<file path="config.mk">
export PLATFORM = sky130hd
export DESIGN_NAME = spi_reg_slave
export DESIGN_NICKNAME = d
export VERILOG_FILES = /design/src/rtl/spi_reg_pkg.sv /design/src/rtl/spi_sync.sv /design/src/rtl/spi_frame_shifter.sv /design/src/rtl/spi_reg_core.sv /design/src/rtl/spi_reg_slave.sv
export SDC_FILE = /design/constraint.sdc
export NUM_CORES = 1
export LEC_CHECK = 0
export BUFFER_PORTS_ARGS = -buffer_cell sky130_fd_sc_hd__buf_2
export CAP_MARGIN = 5
export CORE_AREA = 4 4 105 107
export CTS_CLUSTER_DIAMETER = 200
export CTS_CLUSTER_SIZE = 25
export DETAILED_ROUTE_END_ITERATION = 7
export DIE_AREA = 0 0 109 111
export PLACE_DENSITY = 0.69
export SLEW_MARGIN = 20
export SYNTH_ARGS = -nofsm -noshare
export SYNTH_HDL_FRONTEND = slang
export SYNTH_SLANG_ARGS = --single-unit
export TNS_END_PERCENT = 20
</file>
<file path="constraint.sdc">
create_clock -name clk -period 8.95 [get_ports clk]
set_input_delay 1.3425 -clock clk [delete_from_list [all_inputs] [get_ports clk]]
set_output_delay 1.3425 -clock clk [all_outputs]
set_load 0.1 [all_outputs]
</file>
<file path="src/rtl/spi_reg_pkg.sv">
package spi_reg_pkg;
    localparam int FRAME_W = 16;
    localparam int DATA_W  = 14;
    localparam int CNT_W   = $clog2(FRAME_W + 2);
    localparam int ERR_W   = 3;
    localparam int ZP_HI_W = 8;
    localparam int ZP_LO_W = DATA_W - ZP_HI_W;

    localparam int ERR_FRAME = 0;
    localparam int ERR_CMD   = 1;
    localparam int ERR_PAR   = 2;

    localparam logic [DATA_W-1:0] ADR_NOP    = 14'h0000;
    localparam logic [DATA_W-1:0] ADR_ERRCLR = 14'h0001;
    localparam logic [DATA_W-1:0] ADR_ZP_HI  = 14'h0016;
    localparam logic [DATA_W-1:0] ADR_ZP_LO  = 14'h0017;
    localparam logic [DATA_W-1:0] ADR_DIAG   = 14'h3FFD;
    localparam logic [DATA_W-1:0] ADR_MAG    = 14'h3FFE;
    localparam logic [DATA_W-1:0] ADR_ANG    = 14'h3FFF;

    typedef enum logic {ST_CMD, ST_WDATA} core_state_e;
endpackage

</file>
<file path="src/rtl/spi_sync.sv">
module spi_sync #(
    parameter int W = 1,
    parameter int STAGES = 2,
    parameter logic [W-1:0] RST_VAL = '0
) (
    input  logic         clk,
    input  logic         rst_n,
    input  logic [W-1:0] d,
    output logic [W-1:0] q
);
    logic [W-1:0] stage_q [STAGES];

    for (genvar g = 0; g < STAGES; g++) begin : g_stage
        if (g == 0) begin : g_first
            always_ff @(posedge clk or negedge rst_n) begin
                if (!rst_n) stage_q[g] <= RST_VAL;
                else        stage_q[g] <= d;
            end
        end else begin : g_next
            always_ff @(posedge clk or negedge rst_n) begin
                if (!rst_n) stage_q[g] <= RST_VAL;
                else        stage_q[g] <= stage_q[g-1];
            end
        end
    end

    assign q = stage_q[STAGES-1];
endmodule

</file>
<file path="src/rtl/spi_frame_shifter.sv">
module spi_frame_shifter
    import spi_reg_pkg::*;
(
    input  logic               clk,
    input  logic               rst_n,
    input  logic               sck_s,
    input  logic               cs_s,
    input  logic               mosi_s,
    input  logic [FRAME_W-1:0] tx_word,
    output logic               miso,
    output logic               frame_done,
    output logic [FRAME_W-1:0] rx_word,
    output logic               bits_ok
);
    localparam logic [CNT_W-1:0] CNT_FULL = CNT_W'(FRAME_W);
    localparam logic [CNT_W-1:0] CNT_OVER = CNT_W'(FRAME_W + 1);

    logic               sck_q, cs_q;
    logic               sck_fall, sck_rise, cs_rise;
    logic [CNT_W-1:0]   cnt;
    logic [FRAME_W-1:0] rx_sh, tx_sh;

    assign sck_fall = sck_q & ~sck_s;
    assign sck_rise = ~sck_q & sck_s;
    assign cs_rise  = ~cs_q & cs_s;

    always_ff @(posedge clk or negedge rst_n) begin
        if (!rst_n) begin
            sck_q      <= 1'b0;
            cs_q       <= 1'b1;
            cnt        <= '0;
            rx_sh      <= '0;
            tx_sh      <= '0;
            frame_done <= 1'b0;
            rx_word    <= '0;
            bits_ok    <= 1'b0;
        end else begin
            sck_q      <= sck_s;
            cs_q       <= cs_s;
            frame_done <= cs_rise;
            if (cs_rise) begin
                rx_word <= rx_sh;
                bits_ok <= (cnt == CNT_FULL);
            end
            if (cs_s) begin
                // idle: hold the pending reply ready for the next frame
                cnt   <= '0;
                tx_sh <= tx_word;
            end else begin
                if (sck_fall) begin
                    rx_sh <= {rx_sh[FRAME_W-2:0], mosi_s};
                    if (cnt != CNT_OVER) cnt <= cnt + 1'b1;
                end
                if (sck_rise && cnt != '0)
                    tx_sh <= {tx_sh[FRAME_W-2:0], 1'b0};
            end
        end
    end

    assign miso = ~cs_s & tx_sh[FRAME_W-1];

    AST_CNT_BOUND: assert property (@(posedge clk) disable iff (!rst_n)
        cnt <= CNT_OVER);
endmodule

</file>
<file path="src/rtl/spi_reg_core.sv">
module spi_reg_core
    import spi_reg_pkg::*;
(
    input  logic               clk,
    input  logic               rst_n,
    input  logic               frame_done,
    input  logic [FRAME_W-1:0] rx_word,
    input  logic               bits_ok,
    input  logic [DATA_W-1:0]  angle_i,
    input  logic [DATA_W-1:0]  magnitude_i,
    input  logic [DATA_W-1:0]  diag_i,
    output logic [FRAME_W-1:0] tx_word,
    output logic [DATA_W-1:0]  zero_pos
);
    core_state_e        state_q, state_d;
    logic               sel_hi_q, sel_hi_d;
    logic [ERR_W-1:0]   err_q, err_set;
    logic               clr_err, wr_en;
    logic [DATA_W-1:0]  reply_data, data_out, wr_val, addr;
    logic               par_ok, is_rd, flag_out;
    logic [FRAME_W-1:0] reply_word;

    function automatic logic [DATA_W-1:0] zp_view(input logic [DATA_W-1:0] zp,
                                                  input logic hi);
        return hi ? DATA_W'(zp[DATA_W-1:ZP_LO_W]) : DATA_W'(zp[ZP_LO_W-1:0]);
    endfunction

    assign par_ok = ~(^rx_word);
    assign is_rd  = rx_word[FRAME_W-2];
    assign addr   = rx_word[DATA_W-1:0];
    assign wr_val = sel_hi_q ? {rx_word[ZP_HI_W-1:0], zero_pos[ZP_LO_W-1:0]}
                             : {zero_pos[DATA_W-1:ZP_LO_W], rx_word[ZP_LO_W-1:0]};

    // state register
    always_ff @(posedge clk or negedge rst_n) begin
        if (!rst_n) begin
            state_q  <= ST_CMD;
            sel_hi_q <= 1'b0;
        end else begin
            state_q  <= state_d;
            sel_hi_q <= sel_hi_d;
        end
    end

    // frame decode and outputs
    always_comb begin
        state_d    = state_q;
        sel_hi_d   = sel_hi_q;
        err_set    = '0;
        clr_err    = 1'b0;
        wr_en      = 1'b0;
        reply_data = '0;
        if (frame_done) begin
            if (!bits_ok) begin
                err_set[ERR_FRAME] = 1'b1;
                state_d = ST_CMD;
            end else if (!par_ok) begin
                err_set[ERR_PAR] = 1'b1;
                state_d = ST_CMD;
            end else begin
                unique case (state_q)
                    ST_CMD: begin
                        if (is_rd) begin
                            case (addr)
                                ADR_NOP:    reply_data = '0;
                                ADR_ERRCLR: clr_err = 1'b1;
                                ADR_ZP_HI:  reply_data = zp_view(zero_pos, 1'b1);
                                ADR_ZP_LO:  reply_data = zp_view(zero_pos, 1'b0);
                                ADR_DIAG:   reply_data = diag_i;
                                ADR_MAG:    reply_data = magnitude_i;
                                ADR_ANG:    reply_data = angle_i;
                                default:    err_set[ERR_CMD] = 1'b1;
                            endcase
                        end else begin
                            case (addr)
                                ADR_NOP: reply_data = '0;
                                ADR_ZP_HI: begin
                                    state_d    = ST_WDATA;
                                    sel_hi_d   = 1'b1;
                                    reply_data = zp_view(zero_pos, 1'b1);
                                end
                                ADR_ZP_LO: begin
                                    state_d    = ST_WDATA;
                                    sel_hi_d   = 1'b0;
                                    reply_data = zp_view(zero_pos, 1'b0);
                                end
                                default: err_set[ERR_CMD] = 1'b1;
                            endcase
                        end
                    end
                    ST_WDATA: begin
                        state_d = ST_CMD;
                        if (rx_word[FRAME_W-2]) begin
                            err_set[ERR_CMD] = 1'b1;
                        end else begin
                            wr_en      = 1'b1;
                            reply_data = zp_view(wr_val, sel_hi_q);
                        end
                    end
                    default: state_d = ST_CMD;
                endcase
            end
        end
    end

    assign flag_out   = clr_err ? (|err_q) : (|(err_q | err_set));
    assign data_out   = clr_err ? DATA_W'(err_q) : reply_data;
    assign reply_word = {^{flag_out, data_out}, flag_out, data_out};

    always_ff @(posedge clk or negedge rst_n) begin
        if (!rst_n) begin
            err_q    <= '0;
            zero_pos <= '0;
            tx_word  <= '0;
        end else begin
            err_q <= clr_err ? '0 : (err_q | err_set);
            if (wr_en)      zero_pos <= wr_val;
            if (frame_done) tx_word  <= reply_word;
        end
    end

    AST_ERR_STICKY: assert property (@(posedge clk) disable iff (!rst_n)
        (|err_q && !clr_err) |=> |err_q);
    AST_ERR_CLEARED: assert property (@(posedge clk) disable iff (!rst_n)
        clr_err |=> (err_q == '0));
    AST_ZP_HOLD: assert property (@(posedge clk) disable iff (!rst_n)
        !wr_en |=> $stable(zero_pos));
    AST_REPLY_EVEN: assert property (@(posedge clk) disable iff (!rst_n)
        frame_done |=> !(^tx_word));
    AST_TX_HOLD: assert property (@(posedge clk) disable iff (!rst_n)
        !frame_done |=> $stable(tx_word));
    AST_FRAME_ABORT: assert property (@(posedge clk) disable iff (!rst_n)
        (frame_done && !bits_ok) |=> (state_q == ST_CMD && err_q[ERR_FRAME]));
endmodule

</file>
<file path="src/rtl/spi_reg_slave.sv">
module spi_reg_slave
    import spi_reg_pkg::*;
#(
    parameter int SYNC_STAGES = 2
) (
    input  logic              clk,
    input  logic              rst_n,
    input  logic              spi_cs_n,
    input  logic              spi_sck,
    input  logic              spi_mosi,
    output logic              spi_miso,
    input  logic [DATA_W-1:0] angle_i,
    input  logic [DATA_W-1:0] magnitude_i,
    input  logic [DATA_W-1:0] diag_i,
    output logic [DATA_W-1:0] zero_pos_o
);
    logic [2:0]         line_s;
    logic               frame_done, bits_ok;
    logic [FRAME_W-1:0] rx_word, tx_word;

    spi_sync #(.W(3), .STAGES(SYNC_STAGES), .RST_VAL(3'b001)) u_sync (
        .clk   (clk),
        .rst_n (rst_n),
        .d     ({spi_mosi, spi_sck, spi_cs_n}),
        .q     (line_s)
    );

    spi_frame_shifter u_shift (
        .clk        (clk),
        .rst_n      (rst_n),
        .sck_s      (line_s[1]),
        .cs_s       (line_s[0]),
        .mosi_s     (line_s[2]),
        .tx_word    (tx_word),
        .miso       (spi_miso),
        .frame_done (frame_done),
        .rx_word    (rx_word),
        .bits_ok    (bits_ok)
    );

    spi_reg_core u_core (
        .clk         (clk),
        .rst_n       (rst_n),
        .frame_done  (frame_done),
        .rx_word     (rx_word),
        .bits_ok     (bits_ok),
        .angle_i     (angle_i),
        .magnitude_i (magnitude_i),
        .diag_i      (diag_i),
        .tx_word     (tx_word),
        .zero_pos    (zero_pos_o)
    );
endmodule

</file>
# Yosys cells after proc, flatten, opt, wreduce, memory -nomap -nowiden
# Cells that the tools add are included.
# op_classes
addsub	1
n_mul	0
n_div	0
order_cmp	0
n_eq_ne	8
shifts	0
mux	45
bitwise	12
reduce_logical	17
# op_table
op	n
$mux W14	7
$pmux W14 S5	1
$eq A14 B14 Y1 const B	3
$mux W16	2
$eq A14 B5 Y1 const B	2
$pmux W14 S2	1
$mux W1	23
$pmux W8 S2	1
$reduce_xor A16 Y1	1
$mux W5	3
$reduce_xor A15 Y1	1
$eq A14 B1 Y1 const B	1
$logic_not A14 Y1	1
$reduce_or A3 Y1	3
$mux W8	1
$reduce_bool A2 Y1	4
$not A1 Y1	7
$reduce_or A7 Y1	1
$mux W3	2
$pmux W1 S2	3
$reduce_and A6 Y1	1
$add A5 B1 Y5 const B	1
$eq A5 B5 Y1 const B	1
$ne A5 B5 Y1 const B	1
7 further kinds	11
# word_totals
regBits	98
latch_bits	0
ram_bits	0
rom_bits	0
input_bits	47
out_inout_bits	15
word_cells	98
mem_count	0

# Longest topological paths before layout
# depth
depth_word	12
ltp_mapped	13
mapped_depth_nobuf	11

# Cells and area by module
# A second synthesis with hierarchy kept.
# hier_totals
hier_cells	479
area_unflattened_um2	5208.7
# modules_own_cells
module	n_inst	cells_each	area_each_um2	seq_area_each_um2
spi_reg_core	1	268	2585.0	875.8
spi_frame_shifter	1	202	2448.6	1427.6
spi_sync	1	9	175.2	152.6

# Worst setup path after synthesis
# OpenSTA, ideal clock, no wires.
# synth_timing
path_kind	register to output
start	register u_sync.stage_q (netlist bit u_sync.q[0])
end	output spi_miso
t_arrival_ns	1.874
t_required_ns	7.607
path_slack_ns	5.734
stages_incl_launch_ff	3
n_path_buf	1
cell_sequence	dfstp_2 -> clkbuf_1 -> nor2b_1
# synth_between
elab_chain_cells	2
# synth_lines
element	line_no	source
start: declaration	spi_sync.sv:11	logic [W-1:0] stage_q [STAGES];
start signal: indexed assignment	spi_sync.sv:22	else stage_q[g] <= stage_q[g-1];
$not A1 Y1 (no line)	--	
$and A1 B1 Y1	spi_frame_shifter.sv:60	assign miso = ~cs_s & tx_sh[FRAME_W-1];
end: declaration	spi_reg_slave.sv:11	output logic spi_miso,
# No other way between the ends.

# Worst setup path after layout
# layout_timing
start	register u_shift.rx_word[0]
end	register u_core.tx_word[15]
# layout_between
elab_chain_cells	12
word_cells_on_any_way	39
cone_classes	6 x eq/ne; 26 x mux; 1 x bitwise; 6 x reduce/logical
# layout_lines
element	line_no	source
start: declaration	spi_frame_shifter.sv:12	output logic [FRAME_W-1:0] rx_word,
start signal: assignment	spi_frame_shifter.sv:42	rx_word <= rx_sh;
$eq A14 B1 Y1, or another cell as far along	spi_reg_core.sv:64	case (addr)
$reduce_or A7 Y1 (no line) / $reduce_or A3 Y1 (equally long branches)	--	
$mux W1 (on tied branches)	spi_reg_core.sv:64, spi_reg_core.sv:75	
$mux W1	spi_reg_core.sv:63	if (is_rd) begin
$pmux W1 S2	spi_reg_core.sv:61	unique case (state_q)
$mux W1	spi_reg_core.sv:57	end else if (!par_ok) begin
$mux W2	spi_reg_core.sv:54	if (!bits_ok) begin
$mux W3	spi_reg_core.sv:53	if (frame_done) begin
$or A3 B3 Y3	spi_reg_core.sv:106	assign flag_out = clr_err ? (|err_q) : (|(err_q | err_set));
$reduce_or A3 Y1	spi_reg_core.sv:106	
$mux W1	spi_reg_core.sv:106	
$reduce_xor A15 Y1 *	spi_reg_core.sv:108	assign reply_word = {^{flag_out, data_out}, flag_out, data_out};
end signal: assignment	spi_reg_core.sv:118	if (frame_done) tx_word <= reply_word;
end: declaration	spi_reg_core.sv:12	output logic [FRAME_W-1:0] tx_word,
# Mark *: on every way between the ends. The rest lies on a longest branch, timed or not.
# A chain may end at the register's enable or synchronous reset.

==> metrics.txt <==
drt drc 0; CP Cell Sequence inv_1 -> ha_1 -> or2_1 -> nor3b_1 -> o21ai_0 -> a2111o_1 -> nand2b_1 -> xnor2_1 -> xnor3_1 -> mux2_2; CP arrival 3.96 ns; critical path startpoint category flip-flop; delay-heaviest family, CP adder cells; H-Tree Depth 3; RSZ-0062 raised after global routing no; clk slew on worst S/H paths 0.10 ns; Post-synth EDFFs 0; GP Congestion 0.834; most frequent cells in the layout dfrtp_1 (95), buf_2 (60), o21ai_0 (50), nand2_1 (47), inv_1 (34); first-pass GRT wire length 17000 microns; Most used DFF post-synth dfrtp_1; vias in the first global route approximately 3600; origin of the critical flop-to-flop path u_shift.rx_word[0]; async set or reset register ratio after synthesis 100%; Worst Hold Class reg2reg; vias per cell 5.44; Data required, critical path 9.21 ns; share of cells above drive strength 1 between 20 and 25%; Nets 582; initial antenna violation count 0; Int Pwr 790 uW; most common cell after layout, fill and taps aside dfrtp_1; CORE AREA about 10000 sq um; Mapped Area around 4900 sq um; sequential element share of the synthesized area 50.1%; Hold Violations, Final 0; hpwl dp 7570 microns; drt total wl 10300 microns; ANT nets after route 0; CTS Root Cell clkbuf_8; wire length per cell 15.7 microns; Max Slew Vio Count 0; worst path bufs/invs 1; Starting Density between 40% and 50%; clk sink count a little under 100; # IOs 62; Clk pwr share 33.9%; Pwr Total 1.12 mW; final worst-path cycle share 41.3%; Setup Buffers After CTS 0; switch share 29.2%; Resized cells post-CTS 0; Setup crit start u_shift.rx_word[0]; Comb pwr share ~20%; worst slew pin tran 0.881 ns; Max-slew headroom 41.3%; number of max-cap violations 0; flop and latch count out of synthesis 98; syn_nets 533; Setup CP Type reg2reg; CP Capture Type flip-flop; First-pass DRT Iterations 5; status finished, final reports clean; n_diodes 0; drt initial violations 207; Setup WS post-layout 5.25 ns; slowest stage delay, CP 0.75 ns; Fill cells 890; Port Buf Inserts 61; CTS tree done; Total GRT Usage approximately 18%; Post-Syn Instances about 470; register area between 2000 and 2500 sq um; total gr overflow 0; pre-CTS WS 5.26 ns; P_leak 2.48 nW; Num CTS Buffers 9; clk_lat worst skew 0.37 ns; row count 37; part of the power in registers 45.9%; Die ar. 12100 sq um; hold buffers post-CTS 0; Max Clock Skew 0.00654 ns; setup TNS 0 ns; Via Count 3562; largest net degree at the start of global routing 55; CP max stage cell ha_1; critical-path maximum fanout 24; Syn Area/Cell 10.5 sq um; post-layout util 55.0%; Tmin final approximately 3.7 ns; Multi-input gate area 2220 sq um; fmax 270 MHz; HP Start u_sync.stage_q[4]; Max Buffers Root-to-Sink 2; P&R area growth vs syn 13.7%; Max rail drop VDD approximately 0.10 mV; Switching Power 326 uW; synth unique cells 42; Final Setup Violations 0; die width 109 microns; die height 111 microns; YS warnings 0; pwr dens 200 nW/um^2
[per-stage QoR]
step	cell area (sq um)	hold WS, ns	cells
after floorplan	4900	0.331	465
after global placement	5300	0.334	639
after detailed placement	5300	0.336	639
after CTS	5570	0.360	655
after global routing	5570	0.368	655
final	5570	0.358	655
[path summary, 6_finish.rpt]
check | end | slack (ns) | cells after the start
setup / recovery | u_core.tx_word[15] | 5.25 | 10
hold / removal | u_sync.q[1] | 0.36 | 0
setup reg to reg | u_core.tx_word[15] | 5.25 | 10
hold reg to reg | u_sync.q[1] | 0.36 | 0
max in group asynchronous | u_shift.rx_sh[3] | 6.90 | 2
min in group asynchronous | u_shift.tx_sh[13] | 0.95 | 1
[cells by family after synthesis]
family | synth area share (%)
xor+xnor | 5.11
flops | 50.1
simple gates | 11.1
fa+ha+maj | 5.36
buf+inv | 4.83
compound gates | 14.0
mux | 9.50
[cells in the mapped netlist, drive strengths merged (7+ instances only)]
master | n | share of area, %
dfrtp | 95 | 49
o21ai | 53 | 5.4
nand2 | 47 | 3.6
inv | 34 | 2.6
nor2 | 27 | 2.1
mux2 | 25 | 5.7
clkbuf | 22 | 1.7
ha | 21 | 5.4
mux2i | 18 | 3.8
xnor2 | 16 | 3.0
nor3 | 15 | 1.5
a222oi | 14 | 2.9
nand3 | 7 | 0.71
[final cells by class]
| type | instances | area share, % |
|---|---|---|
| sequential | 98 | 44.1 |
| multi-input combinational | 307 | 39.8 |
| timing repair buffer | 64 | 5.93 |
| tap | 136 | 3.05 |
| clock inverter | 7 | 2.67 |
| inverter | 34 | 2.29 |
| clock buffer | 9 | 2.22 |
[layer usage]
layer,GRT usage (%),wire [microns],share of wire [%],vias to the layer above
met3,2.74,277,2.7,16
met2,29.6,5300,52,61
met4,7.24,199,1.9,0
met1,22.5,4480,44,1747
met5,0,0,0,-
li1,-,-,-,1738
[power groups by stage]
stage | Sequential (mW) | Combinational (mW) | Clock [mW]
2_1_floorplan | 0.505 | 0.165 | 0
3_3_place_gp | 0.518 | 0.222 | 0
3_5_place_dp | 0.520 | 0.225 | 0
4_1_cts | 0.511 | 0.228 | 0.385
5_1_grt | 0.516 | 0.248 | 0.404
6_report | 0.512 | 0.226 | 0.378
(Power assumes the default switching activity.)
